===== config.mk =====
export PLATFORM = sky130hd
export DESIGN_NAME = intr_accept_unit
export DESIGN_NICKNAME = d
export VERILOG_FILES = /design/src/rtl/intr_pkg.sv /design/src/rtl/intr_nmi_edge.sv /design/src/rtl/intr_mask_flags.sv /design/src/rtl/intr_select.sv /design/src/rtl/intr_accept_unit.sv
export SDC_FILE = /design/constraint.sdc
export NUM_CORES = 1
export LEC_CHECK = 0
export ABC_AREA = 1
export BUFFER_PORTS_ARGS = -buffer_cell sky130_fd_sc_hd__buf_2
export CORE_AREA = 3 3 40 42
export DETAILED_ROUTE_END_ITERATION = 12
export DIE_AREA = 0 0 43 45
export PLACE_DENSITY_LB_ADDON = 0.05
export RECOVER_POWER = 50
export SLEW_MARGIN = 20
export SYNTH_ARGS = -nofsm -noshare
export SYNTH_HDL_FRONTEND = slang
export SYNTH_SLANG_ARGS = --single-unit
export TNS_END_PERCENT = 50

===== constraint.sdc =====
create_clock -name clk -period 2.5 [get_ports clk]
set_clock_uncertainty 0.05 [all_clocks]
set_input_delay 0.25 -clock clk [delete_from_list [all_inputs] [get_ports clk]]
set_output_delay 0.25 -clock clk [all_outputs]
set_load 0.02 [all_outputs]

===== src/rtl/intr_pkg.sv =====
package intr_pkg;

    localparam int STAT_W   = 8;
    localparam int IDIS_POS = 2;
    localparam int ONE_POS  = 5;

    typedef enum logic [1:0] {
        VEC_START = 2'b00,
        VEC_NMI   = 2'b01,
        VEC_IRQ   = 2'b10
    } vec_e;

    typedef struct packed {
        logic start;
        logic nmi;
        logic irq;
    } src_t;

    function automatic logic any_src(src_t s);
        return s.start | s.nmi | s.irq;
    endfunction

    function automatic vec_e pick_vec(src_t s);
        if (s.start)    return VEC_START;
        else if (s.nmi) return VEC_NMI;
        else            return VEC_IRQ;
    endfunction

    function automatic logic [STAT_W-1:0] merge_status(logic [STAT_W-1:0] ext, logic idis);
        logic [STAT_W-1:0] r;
        r = ext;
        r[IDIS_POS] = idis;
        r[ONE_POS]  = 1'b1;
        return r;
    endfunction

endpackage


===== src/rtl/intr_nmi_edge.sv =====
module intr_nmi_edge (
    input  logic clk,
    input  logic rst,
    input  logic nmi_n_i,
    input  logic taken_i,
    output logic pend_o
);
    logic line_q;
    logic fall;

    assign fall = line_q & ~nmi_n_i;

    always_ff @(posedge clk) begin
        if (rst) begin
            line_q <= 1'b1;
            pend_o <= 1'b0;
        end else begin
            line_q <= nmi_n_i;
            if (fall)         pend_o <= 1'b1;
            else if (taken_i) pend_o <= 1'b0;
        end
    end

    p_edge_latch_r8: assert property (@(posedge clk) disable iff (rst)
        fall |=> pend_o);

    p_no_spont_r8: assert property (@(posedge clk) disable iff (rst)
        (!pend_o && !fall) |=> !pend_o);
endmodule


===== src/rtl/intr_mask_flags.sv =====
module intr_mask_flags #(
    parameter bit GUARD_EN = 1'b1
) (
    input  logic clk,
    input  logic rst,
    input  logic sei_i,
    input  logic cli_i,
    input  logic svc_i,
    input  logic guard_we_i,
    input  logic guard_d_i,
    output logic idis_o,
    output logic guard_o
);
    always_ff @(posedge clk) begin
        if (rst)        idis_o <= 1'b1;
        else if (svc_i) idis_o <= 1'b1;
        else if (sei_i) idis_o <= 1'b1;
        else if (cli_i) idis_o <= 1'b0;
    end

    generate
        if (GUARD_EN) begin : g_guard
            always_ff @(posedge clk) begin
                if (rst)             guard_o <= 1'b1;
                else if (guard_we_i) guard_o <= guard_d_i;
            end
        end else begin : g_noguard
            assign guard_o = 1'b0;
        end
    endgenerate

    p_sei_sets_r3: assert property (@(posedge clk) disable iff (rst)
        sei_i |=> idis_o);

    p_cli_clears_r3: assert property (@(posedge clk) disable iff (rst)
        (cli_i && !sei_i && !svc_i) |=> !idis_o);

    p_svc_masks_r4: assert property (@(posedge clk) disable iff (rst)
        svc_i |=> idis_o);
endmodule


===== src/rtl/intr_select.sv =====
module intr_select
    import intr_pkg::*;
(
    input  logic clk,
    input  logic rst,
    input  logic boundary_i,
    input  logic ack_i,
    input  logic nmi_pend_i,
    input  logic irq_n_i,
    input  logic idis_i,
    input  logic guard_i,
    output logic req_o,
    output vec_e vec_o,
    output logic take_nmi_o,
    output logic svc_o
);
    logic start_pend;
    src_t cand;
    logic fire;

    always_comb begin
        cand.start = start_pend;
        cand.nmi   = nmi_pend_i & ~guard_i;
        cand.irq   = ~irq_n_i & ~idis_i;
    end

    assign fire       = req_o & ack_i;
    assign take_nmi_o = fire & (vec_o == VEC_NMI);
    assign svc_o      = fire & (vec_o != VEC_START);

    always_ff @(posedge clk) begin
        if (rst) begin
            start_pend <= 1'b1;
            req_o      <= 1'b0;
            vec_o      <= VEC_START;
        end else if (fire) begin
            req_o <= 1'b0;
            if (vec_o == VEC_START) start_pend <= 1'b0;
        end else if (!req_o && boundary_i && any_src(cand)) begin
            req_o <= 1'b1;
            vec_o <= pick_vec(cand);
        end
    end

    p_boundary_only_r10: assert property (@(posedge clk) disable iff (rst)
        $rose(req_o) |-> $past(boundary_i));

    p_hold_r10: assert property (@(posedge clk) disable iff (rst)
        (req_o && !ack_i) |=> (req_o && $stable(vec_o)));

    p_irq_masked_r5: assert property (@(posedge clk) disable iff (rst)
        ($rose(req_o) && vec_o == VEC_IRQ) |-> !$past(idis_i));

    p_guard_blocks_r7: assert property (@(posedge clk) disable iff (rst)
        ($rose(req_o) && vec_o == VEC_NMI) |-> !$past(guard_i));

    p_nmi_over_irq_r9: assert property (@(posedge clk) disable iff (rst)
        ($rose(req_o) && $past(nmi_pend_i && !guard_i)) |-> vec_o != VEC_IRQ);
endmodule


===== src/rtl/intr_accept_unit.sv =====
module intr_accept_unit
    import intr_pkg::*;
#(
    parameter bit GUARD_EN = 1'b1
) (
    input  logic              clk,
    input  logic              rst,
    input  logic              irq_n_i,
    input  logic              nmi_n_i,
    input  logic              sei_i,
    input  logic              cli_i,
    input  logic              boundary_i,
    input  logic              ack_i,
    input  logic              guard_we_i,
    input  logic              guard_d_i,
    input  logic [STAT_W-1:0] status_i,
    output logic              req_o,
    output logic [1:0]        vec_o,
    output logic [STAT_W-1:0] status_o,
    output logic              guard_o
);
    logic nmi_pend;
    logic take_nmi;
    logic svc;
    logic idis;
    vec_e vec;

    intr_nmi_edge u_edge (
        .clk     (clk),
        .rst     (rst),
        .nmi_n_i (nmi_n_i),
        .taken_i (take_nmi),
        .pend_o  (nmi_pend)
    );

    intr_mask_flags #(.GUARD_EN(GUARD_EN)) u_flags (
        .clk        (clk),
        .rst        (rst),
        .sei_i      (sei_i),
        .cli_i      (cli_i),
        .svc_i      (svc),
        .guard_we_i (guard_we_i),
        .guard_d_i  (guard_d_i),
        .idis_o     (idis),
        .guard_o    (guard_o)
    );

    intr_select u_sel (
        .clk        (clk),
        .rst        (rst),
        .boundary_i (boundary_i),
        .ack_i      (ack_i),
        .nmi_pend_i (nmi_pend),
        .irq_n_i    (irq_n_i),
        .idis_i     (idis),
        .guard_i    (guard_o),
        .req_o      (req_o),
        .vec_o      (vec),
        .take_nmi_o (take_nmi),
        .svc_o      (svc)
    );

    assign vec_o    = vec;
    assign status_o = merge_status(status_i, idis);

    p_start_masked_r2: assert property (@(posedge clk)
        rst |=> (status_o[IDIS_POS] && !req_o));
endmodule


Word-level counts from Yosys, hierarchy flattened
Cells that the tools add are included.
{"block": "word_totals", "register_bits": 8, "inputBits": 18, "out_inout_bits": 12, "elab_cells": 35}
{"block": "classes", "eq_ne": 1, "muxes": 4, "bitwise_logic": 13, "n_reduce_logical": 10}
{"op": "$and A1 B1 Y1", "count": 6}
{"op": "$not A1 Y1", "count": 5}
{"op": "$mux W2", "count": 2}
{"op": "$reduce_and A2 Y1", "count": 2}
{"op": "$reduce_bool A2 Y1", "count": 2}
{"op": "$reduce_or A3 Y1", "count": 1}
{"op": "$eq A2 B1 Y1 const B", "count": 1}
{"op": "$logic_and A1 B1 Y1", "count": 2}
{"op": "$logic_not A2 Y1", "count": 1}
{"op": "$mux W1", "count": 2}
{"op": "$or A1 B1 Y1", "count": 2}
{"op": "$reduce_or A2 Y1", "count": 1}
{"op": "$logic_not A1 Y1", "count": 1}

Longest topological paths before layout
{"block": "logic_depth", "word_depth": 6, "depth_mapped": 6, "ltp_nobuf": 6}

Cells and area by module
Synthesis repeated with hierarchy kept, for this count alone.
{"block": "unflattened", "cells_unflattened": 61, "hier_area_um2": 441.7}
{"module": "intr_select", "n_inst": 1, "cells_each": 32, "area_per_inst_um2": 224.0, "seq_area_each_um2": 80.1}
{"module": "intr_mask_flags", "n_inst": 1, "cells_each": 11, "area_per_inst_um2": 83.8, "seq_area_each_um2": 40.0}
{"module": "intr_nmi_edge", "n_inst": 1, "cells_each": 9, "area_per_inst_um2": 70.1, "seq_area_each_um2": 40.0}
{"module": "intr_accept_unit", "n_inst": 1, "cells_each": 9, "area_per_inst_um2": 63.8, "seq_area_each_um2": 0.0}

Worst setup path before layout
Ideal clock, no wire load.
{"block": "synth_timing", "path_type": "register -> register", "from": "reg u_flags.guard_o", "to": "reg u_sel.vec_o[0]", "setup_ns": 0.070, "t_arrival_ns": 0.863, "required_time_ns": 2.380, "path_slack_ns": 1.518, "path_stages_with_launch": 7, "path_buffers": 0, "synth_period_minus_slack_ns": 0.982, "cell_sequence": "dfxtp_1 inv_1 nand2_1 nand3_1 nand2_1 nand2_1 a21oi_1"}
{"block": "synth_between", "elab_chain_len": 6, "elab_cells_between_ends": 8, "classes_between": "mux: 2; bitwise: 4; reduce/logical: 2"}
{"element": "start, declared", "line": "intr_mask_flags.sv:12", "text": "output logic guard_o"}
{"element": "start signal, assigned", "line": "intr_mask_flags.sv:25", "text": "else if (guard_we_i) guard_o <= guard_d_i;"}
{"element": "$not A1 Y1 (*)", "line": "intr_select.sv:23", "text": "cand.nmi = nmi_pend_i & ~guard_i;"}
{"element": "$and A1 B1 Y1 (*)", "line": "intr_select.sv:23"}
{"element": "$or A1 B1 Y1 (2 in a row)", "line": "intr_pkg.sv:20", "text": "return s.start | s.nmi | s.irq;"}
{"element": "$logic_and A1 B1 Y1", "line": "intr_select.sv:39", "text": "end else if (!req_o && boundary_i && any_src(cand)) begin"}
{"element": "$reduce_and A2 Y1 (no source line)"}
{"element": "end signal, assigned", "line": "intr_select.sv:41", "text": "vec_o <= pick_vec(cand);"}
{"element": "end, declared", "line": "intr_select.sv:13", "text": "output vec_e vec_o,"}
Every way passes the cells marked *; elsewhere a longest branch is shown, timed or not.
A chain may end at the register's enable or synchronous reset.

Worst setup path after layout
{"block": "layout_timing", "from": "reg u_sel.vec_o[0]", "to": "out vec_o[0]"}
{"element": "end, declared", "line": "intr_accept_unit.sv:18", "text": "output logic [1:0] vec_o,"}
No word-level cell between the ends.

==> flow_metrics.py <==
metrics = {
    "floorplan": {
        "start_util": 0.299,
        "pin_count": 30,
        "die_x_um": 43,
        "core_area_um2": 1280,
        "die-area_um2": 1940,
        "placementRows": 13,
        "die_h_um": 45,
    },
    "placed_design": {
        "gp_congestion": 0.694,
        "pre_cts_ws_ps": 1530,
        "io_buffers": 14,
        "hpwl_um": 629,
        "placed_cell_area_um2": 413,
    },
    "clock_network": {
        "cts_sinks": 8,
        "h-tree-depth": 1,
        "cts_resized": 0,
        "clk_pin_slew_ps": 50,
        "cts_tree": "built",
        "postCtsSetupBuffers": 0,
        "postCtsHoldBufs": 0,
        "cts_root_buf": "clkbuf_4",
        "cts_buffers": 3,
        "clock_latency_ps": 250,
        "cts_buffer_depth": 2,
    },
    "finish": {
        "final_common_cell": "buf_2",
        "diodes": 0,
        "final_area_um2": 434,
        "mostFrequentLayoutCells": "13 x buf_2, 11 x inv_1, 8 x nand2_1, 8 x dfxtp_1, 5 x a21oi_1",
        "final_core_util": 0.338,
        "drive_gt1_frac": 0.274,
        "area_growth_syn_to_layout_pct": 13.0,
        "fillCellCount": 154,
        "nNetsFinal": 82,
    },
    "global_route": {
        "antenna_found_initial": 0,
        "busiest_layer": "met2",
        "grt_max_degree": 6,
        "grt_pass1_wl_mm": 1.24,
        "grt_util_met1": 0.110,
        "met3_usage": 0.0717,
        "grt.total_usage": 0.0920,
        "grt_pass1_vias": 299,
        "use_met2": 0.117,
        "globalRouteOverflowTotal": 0,
    },
    "routing": {
        "wl_um": 746,
        "first_pass_iters": 3,
        "vias": 325,
        "via_per_inst": 4.22,
        "drcViolationCount": 0,
        "ant_nets": 0,
        "initialDrtViolationCount": 5,
        "wl_per_cell_um": 9.69,
    },
    "status": {
        "status": "finished, final reports clean",
    },
    "setup_path": {
        "cp.arrival_ps": 790,
        "crit_chain": "buf_2",
        "critPathLaunchType": "flip-flop",
        "max_stage_delay_ps": 360,
        "critPathKind": "flip-flop to output port",
        "crit_slowest_cell": "dfxtp_1",
        "crit_required_ps": 2200,
        "path_delay_family": "flip-flops",
        "path_buf_inv": 1,
        "crit_path_end_kind": "output port",
        "crit_path_max_fanout": 4,
    },
    "synthesis": {
        "synth_seq_area_share": 0.417,
        "synth-simple-area-share": 0.176,
        "ys_ff_latch": 8,
        "synth_area_um2": 384,
        "synth_mux_area_frac": 0,
        "synth_compound_area_frac": 0.134,
        "synth_top_family_by_area": "buffers and inverters",
        "synthXorXnorAreaFrac": 0,
        "synthCells": 53,
        "avgSynthCellArea_um2": 7.25,
        "ys_warn_count": 0,
        "synth_fa_ha_area_frac": 0,
        "synth_nets": 71,
        "synth_cell_types": 13,
    },
    "pwr": {
        "p_per_area_nw_per_um2": 640,
        "p_leak_nw": 0.237,
        "vdd_drop_max_v": 0.000264,
    },
    "run": {
        "drv_cap": 0,
    },
    "timing": {
        "fmax_mhz": 920,
        "setup_violations": 0,
        "fin_tns_setup_ps": 0,
        "fin_crit_sh": 0.435,
        "slew_violations": 0,
        "fin_ws_ps": 1410,
        "holdWs_ps": 131,
        "hold_viol": 0,
        "min_period_ps": 1090,
        "rsz0062_at_grt": "false",
    },
    "hold_path": {
        "hold_path_class": "input port to flip-flop",
    },
}
-- state kept, by name (all words and copies together) (netlist names) --
| register | cells |
|---|---|
| u_sel.req_o | 1 |
| u_flags.guard_o | 1 |
| u_flags.idis_o | 1 |
| u_sel.vec_o | 2 |
| u_sel.start_pend | 1 |
| u_edge.pend_o | 1 |
| u_edge.line_q | 1 |
-- routing by layer --
layer / vias up / wire length, um
met3: 4 / 85
met5: - / 0
met1: 132 / 339
met4: 0 / 13
met2: 16 / 307
li1: 173 / -
-- area by class of cell --
type | count | area (um^2) | area share
inverters | 11 | 41.3 | 0.0951
well taps | 15 | 18.8 | 0.0432
multi-input cells | 26 | 123 | 0.282
flip-flops and latches | 8 | 160 | 0.369
clock buffers | 3 | 22.5 | 0.0519
repair buffers | 14 | 68.8 | 0.159
-- power by group --
part | switching, mW | internal (mW)
combinational | 0.0254 | 0.0165
clock | 0.0398 | 0.0547
sequential | 0.00491 | 0.137
-- final timing paths --
kind / slack (ps) / to / from / depth (start not counted)
setup / recovery: 1410 / vec_o[0] / u_sel.vec_o[0] / 1
hold reg to reg: 410 / u_edge.pend_o / u_edge.line_q / 2
setup reg to reg: 1560 / u_flags.idis_o / u_sel.req_o / 4
hold / removal: 130 / u_flags.idis_o / cli_i / 2
-- synthesized netlist by cell type --
master | n | area (um^2)
buf_4 | 8 | 60.1
o22ai_1 | 1 | 6.26
a21oi_1 | 5 | 25.0
o21ai_1 | 1 | 5.00
conb_1 | 1 | 3.75
nand2_1 | 8 | 30.0
inv_1 | 11 | 41.3
nor3_1 | 3 | 15.0
or2_4 | 1 | 8.76
nand3_1 | 2 | 10.0
o21ai_0 | 3 | 15.0
nor2_1 | 1 | 3.75
dfxtp_1 | 8 | 160
-- metrics by stage --
step	power (mW)	cells
global placement	0.188	74
CTS	0.285	77
global route	0.302	77
floorplan	0.186	53
finish	0.278	77
detailed placement	0.187	74
-- cells by family after synthesis --
kind of cell / count (synthesis)
buf+inv: 19
simple gates: 15
compound gates: 10
flops: 8
other cells: 1
(Power assumes the default switching activity.)
